`config.mk`:
```
export PLATFORM = sky130hd
export DESIGN_NAME = bus_lock_seq
export DESIGN_NICKNAME = d
export VERILOG_FILES = /design/src/rtl/bls_pkg.sv /design/src/rtl/bls_access_decode.sv /design/src/rtl/bls_hold_watchdog.sv /design/src/rtl/bls_lock_fsm.sv /design/src/rtl/bus_lock_seq.sv
export SDC_FILE = /design/constraint.sdc
export NUM_CORES = 1
export LEC_CHECK = 0
export BUFFER_PORTS_ARGS = -buffer_cell sky130_fd_sc_hd__buf_4
export CORE_MARGIN = 2
export CORE_UTILIZATION = 37
export DETAILED_ROUTE_END_ITERATION = 8
export GPL_TIMING_DRIVEN = 0
export PLACE_DENSITY = 0.7
export SLEW_MARGIN = 10
export SYNTH_ARGS = -nofsm -noshare
export SYNTH_HDL_FRONTEND = slang
export SYNTH_SLANG_ARGS = --single-unit
```
`constraint.sdc`:
```
create_clock -name clk -period 2.5 [get_ports clk]
set_input_delay 0.5 -clock clk [delete_from_list [all_inputs] [get_ports clk]]
set_output_delay 0.5 -clock clk [all_outputs]
set_load 0.005 [all_outputs]
```
`src/rtl/bls_pkg.sv`:
```
// Shared types for the bus lock sequencer.
package bls_pkg;

    // Lock sequencer states; the numeric codes appear on the lock_state port.
    typedef enum logic [2:0] {
        ST_IDLE    = 3'd0,
        ST_ARMED   = 3'd1,
        ST_WAIT    = 3'd2,
        ST_HELD    = 3'd3,
        ST_RELEASE = 3'd4
    } lock_state_e;

endpackage

```
`src/rtl/bls_access_decode.sv`:
```
// Classifies each processor access as a bus-window reference, a kernel
// set/clear of the lock control address, or a privilege violation.
// Assumes CTRL_ADDR lies outside the bus window (its MSB is clear).
module bls_access_decode #(
    parameter int                ADDR_W    = 8,
    parameter logic [ADDR_W-1:0] CTRL_ADDR = 8'h10
) (
    input  logic              clk,
    input  logic              rst_n,
    input  logic              cpu_valid,
    input  logic              cpu_write,
    input  logic              cpu_kernel,
    input  logic [ADDR_W-1:0] cpu_addr,
    input  logic              cpu_wbit,
    output logic              bus_ref,
    output logic              arm_req,
    output logic              clr_req,
    output logic              priv_fault
);
    localparam int WIN_BIT = ADDR_W - 1;

    logic hit_ctrl;
    logic kern_wr;

    // Decode the current access into lock commands.
    always_comb begin
        hit_ctrl = cpu_valid && (cpu_addr == CTRL_ADDR);
        kern_wr  = hit_ctrl && cpu_write && cpu_kernel;
        arm_req  = kern_wr && cpu_wbit;
        clr_req  = kern_wr && !cpu_wbit;
        bus_ref  = cpu_valid && cpu_addr[WIN_BIT];
    end

    // Register a one-cycle fault pulse for user-mode control accesses.
    always_ff @(posedge clk) begin
        if (!rst_n) priv_fault <= 1'b0;
        else        priv_fault <= hit_ctrl && !cpu_kernel;
    end
endmodule

```
`src/rtl/bls_hold_watchdog.sv`:
```
// Counts cycles of bus ownership and flags expiry on the last allowed one.
// Latches a sticky timeout flag when expiry is not met by a software clear
// in the same cycle. Assumes HOLD_LIMIT >= 2.
module bls_hold_watchdog #(
    parameter int HOLD_LIMIT = 256
) (
    input  logic clk,
    input  logic rst_n,
    input  logic in_held,
    input  logic sw_clr,
    output logic expire,
    output logic hold_timeout
);
    localparam int CNT_W = (HOLD_LIMIT > 2) ? $clog2(HOLD_LIMIT) : 1;
    localparam logic [CNT_W-1:0] LAST = CNT_W'(HOLD_LIMIT - 1);

    logic [CNT_W-1:0] cnt;

    // Expiry strobe on the final permitted held cycle.
    always_comb expire = in_held && (cnt == LAST);

    // Count held cycles; restart whenever ownership is not held.
    always_ff @(posedge clk) begin
        if (!rst_n)        cnt <= '0;
        else if (!in_held) cnt <= '0;
        else if (!expire)  cnt <= cnt + 1'b1;
    end

    // Sticky timeout: set when the watchdog itself ends the hold.
    always_ff @(posedge clk) begin
        if (!rst_n)                 hold_timeout <= 1'b0;
        else if (expire && !sw_clr) hold_timeout <= 1'b1;
    end
endmodule

```
`src/rtl/bls_lock_fsm.sv`:
```
// Arm/request/hold/release state machine. A software clear takes effect
// in any active state; the watchdog can end only the HELD state.
module bls_lock_fsm
    import bls_pkg::*;
(
    input  logic        clk,
    input  logic        rst_n,
    input  logic        arm_req,
    input  logic        clr_req,
    input  logic        bus_ref,
    input  logic        bus_grant,
    input  logic        wd_expire,
    output lock_state_e state
);
    lock_state_e nxt;

    // Next-state selection.
    always_comb begin
        nxt = state;
        unique case (state)
            ST_IDLE:    if (arm_req) nxt = ST_ARMED;
            ST_ARMED:   if (clr_req) nxt = ST_IDLE;
                        else if (bus_ref) nxt = ST_WAIT;
            ST_WAIT:    if (clr_req) nxt = ST_RELEASE;
                        else if (bus_grant) nxt = ST_HELD;
            ST_HELD:    if (clr_req || wd_expire) nxt = ST_RELEASE;
            ST_RELEASE: nxt = ST_IDLE;
            default:    nxt = ST_IDLE;
        endcase
    end

    // State register.
    always_ff @(posedge clk) begin
        if (!rst_n) state <= ST_IDLE;
        else        state <= nxt;
    end
endmodule

```
`src/rtl/bus_lock_seq.sv`:
```
// Top of the bus lock sequencer: lets privileged software hold an external
// bus across separate load and store references. Assumes at most one
// processor access per cycle and an external arbiter answering bus_req.
module bus_lock_seq
    import bls_pkg::*;
#(
    parameter int                ADDR_W     = 8,
    parameter logic [ADDR_W-1:0] CTRL_ADDR  = 8'h10,
    parameter int                HOLD_LIMIT = 256
) (
    input  logic              clk,
    input  logic              rst_n,
    input  logic              cpu_valid,
    input  logic              cpu_write,
    input  logic              cpu_kernel,
    input  logic [ADDR_W-1:0] cpu_addr,
    input  logic              cpu_wbit,
    input  logic              bus_grant,
    output logic              bus_req,
    output logic              bus_hold,
    output logic              priv_fault,
    output logic              hold_timeout,
    output logic [2:0]        lock_state
);
    logic        bus_ref, arm_req, clr_req, wd_expire;
    lock_state_e state;

    bls_access_decode #(.ADDR_W(ADDR_W), .CTRL_ADDR(CTRL_ADDR)) u_dec (
        .clk        (clk),
        .rst_n      (rst_n),
        .cpu_valid  (cpu_valid),
        .cpu_write  (cpu_write),
        .cpu_kernel (cpu_kernel),
        .cpu_addr   (cpu_addr),
        .cpu_wbit   (cpu_wbit),
        .bus_ref    (bus_ref),
        .arm_req    (arm_req),
        .clr_req    (clr_req),
        .priv_fault (priv_fault)
    );

    bls_lock_fsm u_fsm (
        .clk       (clk),
        .rst_n     (rst_n),
        .arm_req   (arm_req),
        .clr_req   (clr_req),
        .bus_ref   (bus_ref),
        .bus_grant (bus_grant),
        .wd_expire (wd_expire),
        .state     (state)
    );

    bls_hold_watchdog #(.HOLD_LIMIT(HOLD_LIMIT)) u_wd (
        .clk          (clk),
        .rst_n        (rst_n),
        .in_held      (state == ST_HELD),
        .sw_clr       (clr_req),
        .expire       (wd_expire),
        .hold_timeout (hold_timeout)
    );

    // Bus-side outputs follow the registered state.
    always_comb begin
        bus_req    = (state == ST_WAIT) || (state == ST_HELD);
        bus_hold   = (state == ST_HELD);
        lock_state = state;
    end
endmodule

```
==> results_dict.tcl, run 1 <==
set metrics [dict create \
    status "finished clean" \
    cp-startpoint "u_fsm.state[0]" \
    vias_per_cell 4.87 \
    slew_viol_final 0 \
    synth_top_area_cell "dfxtp_1" \
    ctsHoldBuffers 0 \
    rows 15 \
    r2r-start "u_wd.cnt[0]" \
    synthTopCellsByArea "dfxtp_1 (38%), nor2_1 (6.1%), xor2_1 (3.9%), nand3_1 (3.7%), nor4b_4 (3.5%)" \
    drcViolationCount 0 \
    area_growth_pct 31.7 \
    final_common_cell "buf_4" \
    tightest_slew_ns 0.377 \
    antenna_found_initial 0 \
    clk_latency_ns 0.28 \
    hold_violations 0 \
    whs_ns 0.389 \
    htree_levels 1 \
    gr-total-overflow 0 \
    ir_drop_uv 335 \
    tritoncts "built" \
    critPathKind "flip-flop to output port" \
    port_buffers 21 \
    gp_congestion 0.854 \
    grt_max_degree 9 \
    syn_avg_cell_area_um2 8.86 \
    clock-sinks 13 \
    rsz0062_at_grt "no" \
    slew_headroom_pct 74.8 \
    p_leak_nw 0.357 \
    firstDrtPassIters 4 \
    synth_ff_type "dfxtp_1" \
    synth.distinct_cells 33 \
    drive_gt1_share_pct 29.4 \
    clock-root-buffer "clkbuf_4" \
    synth_seq_cells 13 \
    cts_inserted_buffers 3 \
    reg2reg_to "u_wd.cnt[5]" \
    synth_nets 93 \
    async_reset_ff_share_pct 0 \
    final_cell_mix "buf_4 (21), dfxtp_1 (13), nor2_1 (11)" \
    finalPower_mw 0.362 \
    period_share_pct 65.3 \
    setup_viol 0 \
    chipWidth_um 46.9 \
    timing.reg2reg.setup_slack_ns 1.02 \
    yosysWarnings 0 \
    powerDensity_nw_per_um2 403 \
    cp_max_fo 7 \
    post_drt_wl_per_cell_um 11.0 \
    crit_required_ns 2.00 \
    dp_slack_ns 0.738 \
    syn-cell-area_um2 682 \
    period_minus_slack_ns 1.63 \
    reg2reg_depth 5 \
    setup_ws_ns 0.868 \
    skew_ns 0.00694 \
    worstPathArrival_ns 1.13 \
    die_height_um 46.9 \
    clock_path_buffers 2 \
    hp-class "input pin to flip-flop" \
    synth_edf_count 0 \
    cts_setup_buffers 0 \
    synth_top_area_share_pct 38.2 \
    vias 619 \
    track_usage_pct 15.6 \
    grt_pass1_wl_um 2400 \
    ys_seq_area_share_pct 38.2 \
    coreArea_um2 1730 \
    die_area_um2 2200 \
    fmax_ghz 0.613 \
    tns_ns 0 \
    cts_resized 0 \
    hpwl_um 1100 \
    crit_path_end "bus_hold" \
    end_kind "output port" \
    startpoint_type "flip-flop" \
    clk_pin_slew_ns 0.08 \
    final_nets 119 \
    start_util_pct 39.5 \
    max_cap_violations 0 \
    drt_iter0_markers 10 \
    totalWireLength_um 1400 \
    ios 22 \
    num_antenna_cells 0 \
    ant_nets 0 \
    grt_pass1_vias 563 \
    synthCells 77 \
]
## worst min-delay path by stage
stage | startpoint | to | slack [ns] | cells after the start
CTS | cpu_kernel | u_dec.priv_fault | 0.38 | 2
detailed placement | u_wd.hold_timeout | u_wd.hold_timeout | 0.46 | 1
finish | cpu_kernel | u_dec.priv_fault | 0.39 | 2
floorplan | u_wd.hold_timeout | u_wd.hold_timeout | 0.46 | 1
global route | cpu_kernel | u_dec.priv_fault | 0.38 | 2
global placement | u_wd.hold_timeout | u_wd.hold_timeout | 0.45 | 1
## power breakdown
part	switching, mW	internal [mW]
Sequential	0.0000153	0.207
Combinational	0.0101	0.0180
Clock	0.0677	0.0593
Total	0.0777	0.284
## flip-flops by register name (all words and copies together), names as in the netlist
register,cells
u_dec.priv_fault,1
u_fsm.state,3
u_wd.cnt,8
u_wd.hold_timeout,1
## cells in the mapped netlist (2+ instances only)
cell / number
o21a_1: 3
o21ai_0: 2
dfxtp_1: 13
nor3_1: 3
nand2_1: 2
and2_1: 3
xor2_1: 3
nor2_1: 11
a31oi_1: 2
a21oi_1: 4
inv_2: 2
xnor2_1: 2
inv_1: 2
nand3_1: 5
nand3b_1: 2
## per-stage QoR
step | instance area [um2] | std cells | util (%)
floorplan | 682 | 77 | -
global placement | 871 | 123 | 50.4
detailed placement | 871 | 123 | 50.4
CTS | 898 | 127 | 52.0
global route | 898 | 127 | 52.0
finish | 898 | 127 | 52.0
## kinds of logic after synthesis
logic type	synth area share [%]
flip-flops	38.2
buffers and inverters	2.20
adder cells (fa/ha/maj)	1.83
multiplexers	1.47
AO/OA/AOI/OAI	18.7
XOR/XNOR	6.42
AND/OR/NAND/NOR	31.2
## metal layers
metal / GRT usage (%) / vias to the layer above / share of wire (%)
met5: 0 / - / 0
met4: 5.00 / 0 / 0.86
met3: 5.77 / 2 / 4.7
met2: 24.1 / 14 / 48
met1: 20.1 / 272 / 46
li1: - / 331 / -
## critical path, cell delays in order (launching register included)
cell,delay (ns)
dfxtp_1,0.45
nand3b_1,0.18
inv_2,0.12
buf_4,0.11
## cell type report
cell class	instances	area (um2)
inverter	4	15.0
multi-input combinational	60	407
fill	169	828
clock inverter	1	5.00
clock buffer	3	22.5
sequential	13	260
tap	25	31.3
timing repair buffer	21	158
Note: power is estimated with default switching activity, not from simulation.
==> run 2: changes to the inputs <==
--- a/config.mk
+++ b/config.mk
@@ -10,7 +10,7 @@
 export CORE_UTILIZATION = 37
 export DETAILED_ROUTE_END_ITERATION = 8
 export GPL_TIMING_DRIVEN = 0
-export PLACE_DENSITY = 0.7
+export PLACE_DENSITY = 0.73
 export SLEW_MARGIN = 10
 export SYNTH_ARGS = -nofsm -noshare
 export SYNTH_HDL_FRONTEND = slang
==> constraint.sdc (replaced) <==
create_clock -name clk -period 1.34 [get_ports clk]
set_input_delay 0.268 -clock clk [delete_from_list [all_inputs] [get_ports clk]]
set_output_delay 0.268 -clock clk [all_outputs]
set_load 0.005 [all_outputs]
==> run 2 against run 1 <==
  * The run now ends with negative setup slack left
  * Sequential cell count is the same
  * Sequential power grew 84%
  * Die area is the same
  * Hold slack lost 0.23 ns
  * Global-route usage grew 1.1 points
  * Setup slack lost 0.91 ns
  * Combinational power grew 88%
  * Clock power grew 94%
  * Count of clock-buffer cells in the layout grew 1
  * Cell area grew 12%
  * Final cell count grew 2.4%
  * Register-to-register slack lost 1.0 ns
==> results_dict.tcl, run 2 (synthesis results as in run 1) <==
set metrics [dict create \
    worstPathArrival_ns 1.11 \
    firstDrtPassIters 4 \
    powerDensity_nw_per_um2 672 \
    chipWidth_um 46.9 \
    power_frac_seq_pct 56.0 \
    setup_viol 3 \
    slew_headroom_pct 80.6 \
    cts_inserted_buffers 3 \
    hold_violations 0 \
    start_util_pct 39.5 \
    num_antenna_cells 0 \
    tns_ns -0.0472 \
    fmax_ghz 0.726 \
    skew_ns 0.00741 \
    grt_pass1_wl_um 2520 \
    rows 15 \
    crit_required_ns 1.07 \
    startpoint_type "flip-flop" \
    area_growth_pct 47.9 \
    p_switching_mw 0.149 \
    tritoncts "built" \
    critPathKind "flip-flop to output port" \
    drcViolationCount 0 \
    hpwl_um 1150 \
    period_share_pct 103 \
    grt_max_degree 9 \
    clock-sinks 13 \
    drive_gt1_share_pct 41.9 \
    final_common_cell "buf_4" \
    vias_per_cell 5.36 \
    hp-class "input pin to flip-flop" \
    final_nets 122 \
    clock_path_buffers 2 \
    vias 697 \
    regMostFlops "u_wd.cnt" \
    combPwrFrac_pct 7.8 \
    power_frac_clock_pct 36.2 \
    totalWireLength_um 1680 \
    setup_ws_ns -0.0382 \
    drt_iter0_markers 10 \
    largest_register_ffs 8 \
    max_cap_violations 0 \
    status "finished, violations left" \
    n_fill_cell 150 \
    dp_slack_ns -0.195 \
    coreArea_um2 1730 \
    gp_congestion 0.864 \
    clk_latency_ns 0.28 \
    ctsHoldBuffers 0 \
    ios 22 \
    gr-total-overflow 0 \
    htree_levels 1 \
    clock-root-buffer "clkbuf_4" \
    whs_ns 0.160 \
    antenna_found_initial 0 \
    port_buffers 21 \
    finalPower_mw 0.678 \
    grt_pass1_vias 579 \
    ant_nets 0 \
    clk_pin_slew_ns 0.08 \
    tightest_slew_ns 0.287 \
    top_regs "u_wd.cnt (8), u_fsm.state (3)" \
    rsz0062_at_grt "yes" \
    period_minus_slack_ns 1.38 \
    swShare_pct 22.0 \
    end_kind "output port" \
    die_area_um2 2200 \
    ir_drop_uv 632 \
    slew_viol_final 0 \
    final_util_pct 58.4 \
    die_height_um 46.9 \
    cp_max_fo 4 \
    violations "negative setup slack" \
    final_cell_mix "buf_4 (23), nor2_1 (11), dfxtp_1 (6)" \
    track_usage_pct 16.7 \
    p_int_mw 0.529 \
    post_drt_wl_per_cell_um 12.9 \
    p_leak_nw 0.386 \
]
[run 2: cell types whose count changed in the layout (fill, tap and decap cells not counted), sizes merged]
cell / delta
buf: +3
clkinv: -1
clkbuf: +1
[run 2: layer usage]
metal / track usage [%] / part of all wire [%] / routed length [um] / vias up
li1: - / - / - / 342
met5: 0 / 0 / 0 / -
met3: 4.62 / 3.9 / 65 / 4
met1: 19.7 / 42 / 700 / 335
met2: 26.8 / 51 / 861 / 16
met4: 10.0 / 3.2 / 53 / 0
[run 2: power groups by stage]
| stage | Clock [mW] | Combinational, mW | Sequential [mW] |
|---|---|---|---|
| after global routing | 0.269 | 0.0566 | 0.380 |
| after floorplan | 0 | 0.0126 | 0.395 |
| final | 0.246 | 0.0529 | 0.380 |
| after global placement | 0 | 0.0516 | 0.395 |
| after CTS | 0.248 | 0.0528 | 0.386 |
| after detailed placement | 0 | 0.0527 | 0.395 |
[run 2: path summary, 6_finish.rpt]
check | endpoint | startpoint | slack, ns | cells after the start
worst max-delay path | bus_hold | u_fsm.state[2] | -0.04 | 3
worst min-delay path | u_dec.priv_fault | cpu_kernel | 0.16 | 2
worst max register to register | u_wd.cnt[4] | u_fsm.state[2] | -0.01 | 5
worst min register to register | u_wd.hold_timeout | u_wd.hold_timeout | 0.48 | 1
[run 2: repair_timing]
action,CTS,global route
pin swaps,4,2
gates resized for setup,13,8
endpoints found under the setup margin,8,9
buffers inserted,2,1
[run 2: layout make-up]
type                       instances  area [um2]  share of cell area [%]
timing repair buffer              24         184                    18.2
multi-input combinational         60         475                    47.1
inverter                           4        15.0                    1.49
sequential                        13         277                    27.4
tap                               25        31.3                    3.10
clock buffer                       4        26.3                    2.61
[run 2: critical path: stages, from the launching register on]
cell and delay [ns]:
dfxtp_4 0.36, nand3b_1 0.22, inv_2 0.13, buf_4 0.12
[run 2: metrics by stage]
step           std cells  cell area [um2]
2_1_floorplan         77              688
3_3_place_gp         123              877
3_5_place_dp         123              877
4_1_cts              129              973
5_1_grt              130             1010
6_report             130             1010
==> run 3: changes to the inputs <==
--- a/config.mk
+++ b/config.mk
@@ -5,12 +5,13 @@
 export SDC_FILE = /design/constraint.sdc
 export NUM_CORES = 1
 export LEC_CHECK = 0
+export ABC_AREA = 1
 export BUFFER_PORTS_ARGS = -buffer_cell sky130_fd_sc_hd__buf_4
 export CORE_MARGIN = 2
 export CORE_UTILIZATION = 37
 export DETAILED_ROUTE_END_ITERATION = 8
 export GPL_TIMING_DRIVEN = 0
-export PLACE_DENSITY = 0.73
+export PLACE_DENSITY = 0.72
 export SLEW_MARGIN = 10
 export SYNTH_ARGS = -nofsm -noshare
 export SYNTH_HDL_FRONTEND = slang
==> run 3 against run 2 <==
  * The flow still finishes with violations (negative setup slack)
  * Combinational power rose to 10 times the previous value
  * Sequential cell count unchanged
  * Critical path depth increased by 6
  * Final cell count up 31%
  * Synthesized cell count is 45% higher
  * Clock power barely moved
  * Area after synthesis is 9.7% higher
  * Routed wire length grew 2.4%
  * Critical path type is now flip-flop to flip-flop
  * Highest routed layer is now met3
==> results_dict.tcl, run 3 <==
set metrics [dict create \
    worstPathArrival_ns 1.57 \
    port_buffers 21 \
    ctsHoldBuffers 0 \
    p_switching_mw 0.466 \
    synth_top_area_cell "dfxtp_1" \
    vias_per_cell 4.65 \
    num_antenna_cells 0 \
    die_height_um 49.0 \
    path_cells "ha_4, nand2_8, nor3_4, nand3_2, inv_2, nor2_2, nand2_1, xor2_1, nor2_1" \
    synth.distinct_cells 23 \
    hp-start "cpu_kernel" \
    rsz0062_at_grt "yes" \
    tritoncts "built" \
    yosysWarnings 0 \
    fmax_ghz 0.720 \
    period_minus_slack_ns 1.39 \
    drive_gt1_share_pct 37.1 \
    hpwl_um 1280 \
    top_regs "u_wd.cnt (8), u_fsm.state (3)" \
    synth_edf_count 0 \
    slew_headroom_pct 76.3 \
    clk_pin_slew_ns 0.08 \
    power_frac_seq_pct 36.9 \
    swShare_pct 37.6 \
    cts_inserted_buffers 3 \
    grt_max_degree 8 \
    setup_ws_ns -0.0497 \
    r2r-start "u_wd.cnt[1]" \
    final_nets 160 \
    finalPower_mw 1.24 \
    violations "negative setup slack" \
    drcViolationCount 0 \
    status "finished, violations left" \
    p_int_mw 0.773 \
    coreArea_um2 1940 \
    cpPeakStageDelay_ns 0.36 \
    max_cap_violations 0 \
    period_share_pct 104 \
    tns_ns -0.0903 \
    post_drt_wl_per_cell_um 10.1 \
    clock-root-buffer "clkbuf_4" \
    combPwrFrac_pct 43.2 \
    gp_congestion 0.789 \
    setup_viol 3 \
    place_area_um2 955 \
    hold_violations 0 \
    antenna_found_initial 0 \
    clk_latency_ns 0.27 \
    final_cell_mix "buf_4 (25), nor2_1 (22), nand2_1 (20)" \
    cp-startpoint "u_wd.cnt[1]" \
    startpoint_type "flip-flop" \
    synth_nets 128 \
    track_usage_pct 15.8 \
    regMostFlops "u_wd.cnt" \
    totalWireLength_um 1720 \
    clock-sinks 13 \
    tightest_slew_ns 0.355 \
    gr-total-overflow 0 \
    drt_iter0_markers 18 \
    synthTopCellsByCount "nand2_1 (22), nor2_1 (22), dfxtp_1 (13), inv_1 (12), nand3_1 (9)" \
    critPathKind "flip-flop to flip-flop" \
    grt-busiest-layer "met2" \
    synth_ff_type "dfxtp_1" \
    largest_register_ffs 8 \
    area_growth_pct 40.6 \
    clock_path_buffers 2 \
    skew_ns 0.00203 \
    syn-cell-area_um2 748 \
    slew_viol_final 0 \
    p_leak_nw 0.518 \
    power_frac_clock_pct 19.9 \
    syn_avg_cell_area_um2 6.68 \
    ant_nets 0 \
    firstDrtPassIters 4 \
    use_met2_pct 30.4 \
    rows 16 \
    chipWidth_um 49.0 \
    final_common_cell "buf_4" \
    dp_slack_ns -0.150 \
    cp_max_fo 5 \
    slowest_stage "dfxtp_2" \
    whs_ns 0.160 \
    powerDensity_nw_per_um2 1180 \
    start_util_pct 38.5 \
    die_area_um2 2400 \
    synthTopCellsByArea "dfxtp_1 (35%), nand2_1 (11%), nor2_1 (11%), nand3_1 (6.0%), inv_1 (6.0%)" \
    async_reset_ff_share_pct 0 \
    synthCells 112 \
    placedCellCount 160 \
    fin_cells 170 \
    synth_seq_cells 13 \
    ios 22 \
    grt_pass1_vias 762 \
    final_util_pct 54.2 \
    vias 790 \
    met3_usage_pct 5.83 \
    use_met1_pct 16.9 \
    grt_pass1_wl_um 3000 \
    synth_top_area_share_pct 34.8 \
    ir_drop_uv 899 \
    fin_area_um2 1050 \
    ys_seq_area_share_pct 34.8 \
    crit_required_ns 1.52 \
    htree_levels 1 \
    hp-class "input pin to flip-flop" \
    end_kind "flip-flop" \
]
## run 3: cell count changes in the layout (fill, tap and decap cells not counted), sizes merged, moves of 3 or more
cell,before,now
nand2,2,24
nor2,11,26
inv,4,16
nand3,5,11
o21ai,2,6
and2,3,0
buf,24,27
o21a,3,0
or2,0,3
## run 3: power groups by stage
stage	logic, mW	registers (mW)	clock network, mW
3_5_place_dp	0.458	0.466	0
3_3_place_gp	0.449	0.465	0
4_1_cts	0.498	0.456	0.254
5_1_grt	0.598	0.462	0.279
6_report	0.535	0.457	0.247
2_1_floorplan	0.309	0.462	0
## run 3: cells by family after synthesis
family / Yosys count / synth area share (%)
AOI/OAI and AO/OA: 12 / 8.19
xor gates and xnor gates: 1 / 1.17
adders and majority gates: 1 / 1.67
buffers and inverters: 16 / 8.03
DFF: 13 / 34.8
and+or+nand+nor: 69 / 46.2
## run 3: cell type report
| type | count | area (um2) |
|---|---|---|
| sequential | 13 | 268 |
| clock buffer | 4 | 26.3 |
| inverter | 16 | 60.1 |
| multi-input combinational | 83 | 454 |
| timing repair buffer | 27 | 210 |
| tap | 27 | 33.8 |
| fill | 202 | 890 |
## run 3: final timing paths
kind | to | slack (ns) | cells past startpoint
worst max register to register | u_wd.cnt[4] | -0.05 | 9
worst min-delay path | u_dec.priv_fault | 0.16 | 2
worst max-delay path | u_wd.cnt[4] | -0.05 | 9
worst min register to register | u_wd.hold_timeout | 0.48 | 2
## run 3: repair_timing
item | CTS | global route
pin swaps | 2 | 0
cloned | 0 | 0
resized for setup | 6 | 4
setup endpoints to repair | 7 | 10
endpoints found under the hold margin | 0 | 0
setup buffers | 7 | 1
## run 3: metal layers
layer	routed length (um)	up-vias
li1	-	418
met1	692	351
met2	930	21
met3	98	0
met4	0	0
met5	0	-
## run 3: worst max-delay path, delay by kind of cell, from the launching register on
kind / cells / cell delay, ns
and+or+nand+nor: 6 / 0.49
xor gates and xnor gates: 1 / 0.15
DFF: 1 / 0.36
buffers and inverters: 1 / 0.11
adders and majority gates: 1 / 0.17
